### src/rtl/gold_pkg.sv
package gold_pkg;
   typedef enum logic [1:0] {
      ACT_HOLD  = 2'd0,
      ACT_STEP  = 2'd1,
      ACT_LOAD  = 2'd2,
      ACT_RESET = 2'd3
   } gold_act_e;
endpackage

### src/rtl/gold_ctrl.sv
module gold_ctrl
   import gold_pkg::*;
(
   input  logic      rst_i,
   input  logic      load_i,
   input  logic      chip_en_i,
   output gold_act_e act_o
);
   // Reset outranks load, and load outranks a chip step.
   always_comb begin
      if (rst_i)          act_o = ACT_RESET;
      else if (load_i)    act_o = ACT_LOAD;
      else if (chip_en_i) act_o = ACT_STEP;
      else                act_o = ACT_HOLD;
   end
endmodule

### src/rtl/gold_lfsr.sv
module gold_lfsr
   import gold_pkg::*;
#(
   parameter int                 STAGES     = 5,
   parameter logic [STAGES-1:0]  TAP_MASK   = 5'b00101,
   parameter logic [STAGES-1:0]  RESET_SEED = 5'b00001
) (
   input  logic              clk_i,
   input  logic              rst_i,
   input  gold_act_e         act_i,
   input  logic [STAGES-1:0] seed_i,
   output logic              lead_o,
   output logic              at_seed_o
);
   localparam logic [STAGES-1:0] ONE = {{(STAGES-1){1'b0}}, 1'b1};

   generate
      if (TAP_MASK[0] != 1'b1) begin : g_bad_mask
         $error("gold_lfsr: tap mask must include the lowest term");
      end
      if (RESET_SEED == '0) begin : g_bad_seed
         $error("gold_lfsr: reset seed must be non-zero");
      end
   endgenerate

   logic [STAGES-1:0] state_q, seed_q, seed_clean;
   logic              fb;

   assign seed_clean = (seed_i == '0) ? ONE : seed_i;
   assign fb         = ^(state_q & TAP_MASK);

   always_ff @(posedge clk_i) begin
      unique case (act_i)
         ACT_RESET: begin
            state_q <= RESET_SEED;
            seed_q  <= RESET_SEED;
         end
         ACT_LOAD: begin
            state_q <= seed_clean;
            seed_q  <= seed_clean;
         end
         ACT_STEP: state_q <= {fb, state_q[STAGES-1:1]};
         default:  state_q <= state_q;
      endcase
   end

   assign lead_o    = state_q[0];
   assign at_seed_o = (state_q == seed_q);


   nonzero_state_chk: assert property (@(posedge clk_i) disable iff (rst_i)
      state_q != '0);


   hold_state_chk: assert property (@(posedge clk_i) disable iff (rst_i)
      act_i == ACT_HOLD |=> $stable(state_q));


   shift_step_chk: assert property (@(posedge clk_i) disable iff (rst_i)
      act_i == ACT_STEP |=> state_q[STAGES-2:0] == $past(state_q[STAGES-1:1]));


   load_value_chk: assert property (@(posedge clk_i) disable iff (rst_i)
      act_i == ACT_LOAD |=> state_q == (($past(seed_i) == '0) ? ONE : $past(seed_i)));
endmodule

### src/rtl/gold_chip_gen.sv
module gold_chip_gen
   import gold_pkg::*;
#(
   parameter int                STAGES       = 5,
   parameter logic [STAGES-1:0] TAP_MASK_A   = 5'b00101,
   parameter logic [STAGES-1:0] TAP_MASK_B   = 5'b11101,
   parameter logic [STAGES-1:0] RESET_SEED_A = 5'b00001,
   parameter logic [STAGES-1:0] RESET_SEED_B = 5'b00001
) (
   input  logic              clk_i,
   input  logic              rst_i,
   input  logic              chip_en_i,
   input  logic              load_i,
   input  logic [STAGES-1:0] seed_a_i,
   input  logic [STAGES-1:0] seed_b_i,
   output logic              chip_o,
   output logic              period_start_o
);
   localparam int NREG   = 2;
   localparam int PERIOD = (1 << STAGES) - 1;
   localparam int CW     = $clog2(PERIOD + 1);

   localparam logic [NREG-1:0][STAGES-1:0] MASKS  = {TAP_MASK_B, TAP_MASK_A};
   localparam logic [NREG-1:0][STAGES-1:0] RSEEDS = {RESET_SEED_B, RESET_SEED_A};

   generate
      if (STAGES < 3) begin : g_short
         $error("gold_chip_gen: at least three stages required");
      end
      if (STAGES % 4 == 0) begin : g_no_pair
         $error("gold_chip_gen: no preferred pair exists when STAGES is a multiple of 4");
      end
   endgenerate

   gold_act_e                     act;
   logic [NREG-1:0][STAGES-1:0]   seeds;
   logic [NREG-1:0]               lead, at_seed;

   assign seeds = {seed_b_i, seed_a_i};

   gold_ctrl u_ctrl (
      .rst_i     (rst_i),
      .load_i    (load_i),
      .chip_en_i (chip_en_i),
      .act_o     (act)
   );

   generate
      for (genvar g = 0; g < NREG; g++) begin : g_reg
         gold_lfsr #(
            .STAGES     (STAGES),
            .TAP_MASK   (MASKS[g]),
            .RESET_SEED (RSEEDS[g])
         ) u_lfsr (
            .clk_i     (clk_i),
            .rst_i     (rst_i),
            .act_i     (act),
            .seed_i    (seeds[g]),
            .lead_o    (lead[g]),
            .at_seed_o (at_seed[g])
         );
      end
   endgenerate

   assign chip_o         = ^lead;
   assign period_start_o = at_seed[0];

   // Enables counted since the last period start, kept only for the checks.
   logic [CW-1:0] since_q;
   always_ff @(posedge clk_i) begin
      if (rst_i || load_i)   since_q <= '0;
      else if (chip_en_i)    since_q <= (since_q == CW'(PERIOD - 1)) ? '0 : since_q + 1'b1;
   end


   period_len_chk: assert property (@(posedge clk_i) disable iff (rst_i)
      (chip_en_i && !load_i && since_q == CW'(PERIOD - 1)) |=> period_start_o);


   early_mark_chk: assert property (@(posedge clk_i) disable iff (rst_i)
      (chip_en_i && !load_i && since_q != CW'(PERIOD - 1)) |=> !period_start_o);


   joint_wrap_chk: assert property (@(posedge clk_i) disable iff (rst_i)
      at_seed[0] == at_seed[1]);
endmodule

### config.mk
export PLATFORM = sky130hd
export DESIGN_NAME = gold_chip_gen
export DESIGN_NICKNAME = d
export VERILOG_FILES = /design/src/rtl/gold_pkg.sv /design/src/rtl/gold_ctrl.sv /design/src/rtl/gold_lfsr.sv /design/src/rtl/gold_chip_gen.sv
export SDC_FILE = /design/constraint.sdc
export NUM_CORES = 1
export LEC_CHECK = 0
export BUFFER_PORTS_ARGS = -buffer_cell sky130_fd_sc_hd__buf_2
export CORE_UTILIZATION = 52
export CTS_CLUSTER_SIZE = 8
export DETAILED_ROUTE_END_ITERATION = 8
export GPL_ROUTABILITY_DRIVEN = 0
export MAX_ROUTING_LAYER = met4
export PLACE_DENSITY = 0.76
export SYNTH_ARGS = -nofsm -noshare
export SYNTH_HDL_FRONTEND = slang
export SYNTH_SLANG_ARGS = --single-unit
### constraint.sdc
create_clock -name clk_i -period 1.99 [get_ports clk_i]
set_clock_uncertainty 0.15 [all_clocks]
set_input_delay 0.199 -clock clk_i [delete_from_list [all_inputs] [get_ports clk_i]]
set_output_delay 0.199 -clock clk_i [all_outputs]
set_load 0.1 [all_outputs]
# Word-level counts from Yosys, hierarchy flattened
# Index checks and enable logic that the tools add are counted.
# totals
ff_bits	15
word_cells	22
# op_classes
n_eq_ne	4
muxes	8
n_reduce_logical	7
# ops
cell	count
$pmux W5 S3	2
$logic_not A5 Y1	2
$mux W5	2
$pmux W5 S2	1
$reduce_xor A5 Y1	2
$eq A5 B5 Y1	1
$eq A2 B2 Y1 const B	2
$mux W2	2
$reduce_bool A3 Y1	1
$eq A2 B1 Y1 const B	1
$reduce_bool A2 Y1	1
$reduce_xor A2 Y1	1
$mux W1	1

# Logic depth before layout (Yosys ltp)
# depth
word_depth	5
ltp_mapped	7
mapped_depth_nobuf	7

# Hierarchy
# From an unflattened synthesis, not the netlist that was laid out.
# hier_totals
hier_cells	94
area_unflattened_um2	1108.6
# modules_own_cells
mod	instances	cells_per_inst	area_per_inst_um2	seq_area_each_um2
gold_lfsr at g_reg[1].u_lfsr	1	46	546.8	300.3
gold_lfsr at g_reg[0].u_lfsr	1	44	535.5	300.3
gold_ctrl	1	3	17.5	0.0
gold_chip_gen	1	1	8.8	0.0

# Worst setup path before layout
# Ideal clock, no wire load.
# synth_path
kind	register to output
from	reg g_reg[0].u_lfsr.state_q[0]
to	out period_start_o
t_arrival_ps	2749
setup_slack_ps	-1108
path_stages_with_launch	4
path_cell_list	edfxtp_1 xnor2_1 nand3_1 nor3_1
# synth_via
elab_chain_len	1
# synth_rtl
element	line_no	text
start, declared	gold_lfsr.sv:26	logic [STAGES-1:0] state_q, seed_q, seed_clean;
start signal, assigned	gold_lfsr.sv:39	state_q <= seed_clean;
start signal, assigned	gold_lfsr.sv:42	ACT_STEP: state_q <= {fb, state_q[STAGES-1:1]};
start signal, assigned	gold_lfsr.sv:43	default: state_q <= state_q;
$eq A5 B5 Y1	gold_lfsr.sv:48	assign at_seed_o = (state_q == seed_q);
end, declared	gold_chip_gen.sv:17	output logic period_start_o
# Every way passes these cells.

# Worst setup path after layout
# Ends and elaborated chain as after synthesis.

==> results by group <==
Worst setup path
  • Buf/Inv on CP: 1
  • Worst r2r dst: g_reg[1].u_lfsr.state_q[4]
  • Req. time, crit path: 1640 ps
  • Critical Path Fanout Max: 3
  • CP max-delay cell: edfxtp_1
  • R2r worst-path depth: 3
  • CP arrival: 1550 ps
  • Setup CP Type: reg2out
  • Worst r2r src: g_reg[1].u_lfsr.state_q[0]
  • Critical path's largest stage delay: 480 ps
  • Worst setup SP type: flop
  • CP delay by family, top: flip-flops
  • Crit path cell chain: xnor2_1 -> nand3_1 -> nor3_4 -> buf_12
  • R2R setup slack: 690 ps
  • CP endpoint kind: output pin

Place
  • Placed Cells: 99
  • PortBufs: 15
  • Place WS: 258 ps
  • Post-DP Area: 923 µm²

GRT
  • Vias in the first global route: 498
  • First-pass GRT wire length: 2070 µm
  • Initial antenna violation count: 0
  • Total GRT Usage: 20.5%
  • Grt total ovfl: 0
  • Largest net degree at the start of global routing: 12

Synthesis
  • Synth unique cells: 20
  • Sequential share of the synthesized area: 55.9%
  • Synthesized flop and latch total: 15
  • Mapped Area: 806 µm²
  • Top_reg_cell synth: edfxtp_1
  • Post-synth EDFFs: 15
  • Syn_area_per_cell: 11.3 µm²
  • Mapped Cells: 71
  • YS warnings: 0
  • Syn_nets: 89
  • Fraction of registers with async set/reset: 0%

Final layout
  • Area added between synthesis and finish: 18.0%
  • Share of cells above drive strength 1: 26.1%
  • Commonest non-fill, non-tap cell in the layout: edfxtp_1
  • # fillers: 108
  • Most frequent cells in the layout: 15 x edfxtp_1, 14 x buf_2, 8 x nor2_1
  • Ant. Diodes: 0
  • Final Instance Count excl. Fillers: 103
  • Fin nets: 107
  • Post-route design area: 951 µm²

STA
  • Setup violators final: 0
  • Max Slew Vio Count: 0
  • Setup ws final: 88.3 ps
  • RSZ-0062 raised after global routing: false
  • Fin crit share: 95.6%
  • Setup TNS: 0 ps
  • Fmax achieved: 526 MHz
  • Slew Limit Headroom: 68.1%
  • Final hold vios: 0
  • Slew @ Worst Pin: 481 ps
  • Fin crit period: 1900 ps

Hold path
  • Hold Path Origin: seed_a_i[0]
  • Hold Path End: g_reg[0].u_lfsr.seed_q[0]
  • Hold path depth: 3
  • Type of the most critical hold path: in2reg

CTS
  • Resized cells post-CTS: 0
  • CTS Buf Count: 3
  • CTS tree: done
  • Clock Tree Buf Depth: 2
  • Post-CTS Hold Fix Bufs: 0
  • Worst skew pair latency: 280 ps
  • H-tree levels: 1
  • Clock transition at path regs: 90 ps
  • Root Buffer: clkbuf_4
  • Post-CTS Setup Bufs: 0
  • Sink Count: 15

Drt
  • Via density per instance: 5.56
  • Routed wire length per instance: 14.5 µm
  • Starting DRT DRC Count: 21
  • Drt total wl: 1490 µm
  • # DRC: 0
  • Antenna Nets Post-Route: 0
  • Vias: 573
  • First-pass DRT Iterations: 4

Floorplanning
  • Die area: 1710 µm²
  • Core Area: 1370 µm²
  • Chip width: 41.4 µm
  • I/O pins: 16
  • Starting Density: 59.0%
  • Die Y: 41.4 µm
  • Rows: 13

Power
  • Power Density: 807 nW/µm²
  • Worst VDD drop: 0.491 mV
  • Lkg Pwr: 0.401 nW

Job
  • Max Cap Viol: 0

Status
  • Outcome: finished, final reports clean
## report_power, final
group | total (mW) | switching, mW | internal [mW] | leakage [nW]
clock | 0.171 | 0.0964 | 0.0746 | 0.0177
sequential | 0.401 | 0.0214 | 0.380 | 0.166
combinational | 0.195 | 0.125 | 0.0704 | 0.218
## cell usage after synthesis (2+ instances only)
cell type  instances  area (µm²)
edfxtp_1          15         450
nor2_1             8        30.0
xnor2_1            6        52.6
a21oi_1            5        25.0
a22oi_1            4        30.0
and2_1             4        25.0
ha_1               4        50.1
inv_1              4        15.0
xor2_1             4        35.0
nand2_1            3        11.3
buf_2              2        10.0
nor4_1             2        12.5
o21ai_0            2        10.0
or2_2              2        12.5
## per-stage QoR
stage                     utilization, %  total power, mW  hold WS [ps]
after floorplan                        -            0.550           225
after global placement              67.6            0.599           338
after detailed placement            67.6            0.604           335
after CTS                           69.6            0.768          50.3
after global routing                69.6            0.793          60.4
final                               69.6            0.767          60.1
## worst max path at each step
stage                               startpoint                         end  slack (ps)  cells after the start
floorplan           g_reg[0].u_lfsr.state_q[0]              period_start_o          80                      3
global placement                         rst_i  g_reg[0].u_lfsr.state_q[0]         290                      6
detailed placement                       rst_i  g_reg[1].u_lfsr.state_q[0]         260                      6
CTS                 g_reg[0].u_lfsr.state_q[0]              period_start_o          70                      4
global route        g_reg[0].u_lfsr.state_q[0]              period_start_o          10                      4
finish              g_reg[0].u_lfsr.state_q[0]              period_start_o          90                      4
## state kept, by name, summed over array words and instances, names as in the netlist
signal / count
g.u_lfsr.state_q: 10
g.u_lfsr.seed_q: 5
## worst register-to-register path, stage by stage, from the launching register on
cell	delay [ps]
edfxtp_1	450
xnor2_1	250
xnor2_1	140
o21ai_1	80
## cell families after synthesis
group	synth area share, %
AOI/OAI and AO/OA	9.63
DFF	55.9
xor gates and xnor gates	10.9
and+or+nand+nor	14.3
buffers and inverters	3.11
adders and majority gates	6.21
## routing by layer
metal | up-vias | part of all wire [%] | GRT usage, %
li1 | 282 | - | -
met1 | 266 | 43 | 22.3
met2 | 23 | 53 | 35.9
met3 | 2 | 2.7 | 3.19
met4 | 0 | 1.1 | 10.5
met5 | - | 0 | -
## layout make-up
| class | count | area (µm²) | area share, % |
|---|---|---|---|
| Clock buffer | 3 | 22.5 | 2.37 |
| Clock inverter | 1 | 5.00 | 0.526 |
| Inverter | 4 | 15.0 | 1.58 |
| Multi-Input combinational cell | 50 | 349 | 36.7 |
| Sequential cell | 15 | 450 | 47.4 |
| Tap cell | 15 | 18.8 | 1.97 |
| Timing Repair Buffer | 15 | 90.1 | 9.47 |
Power figures use the tool's default switching activity.
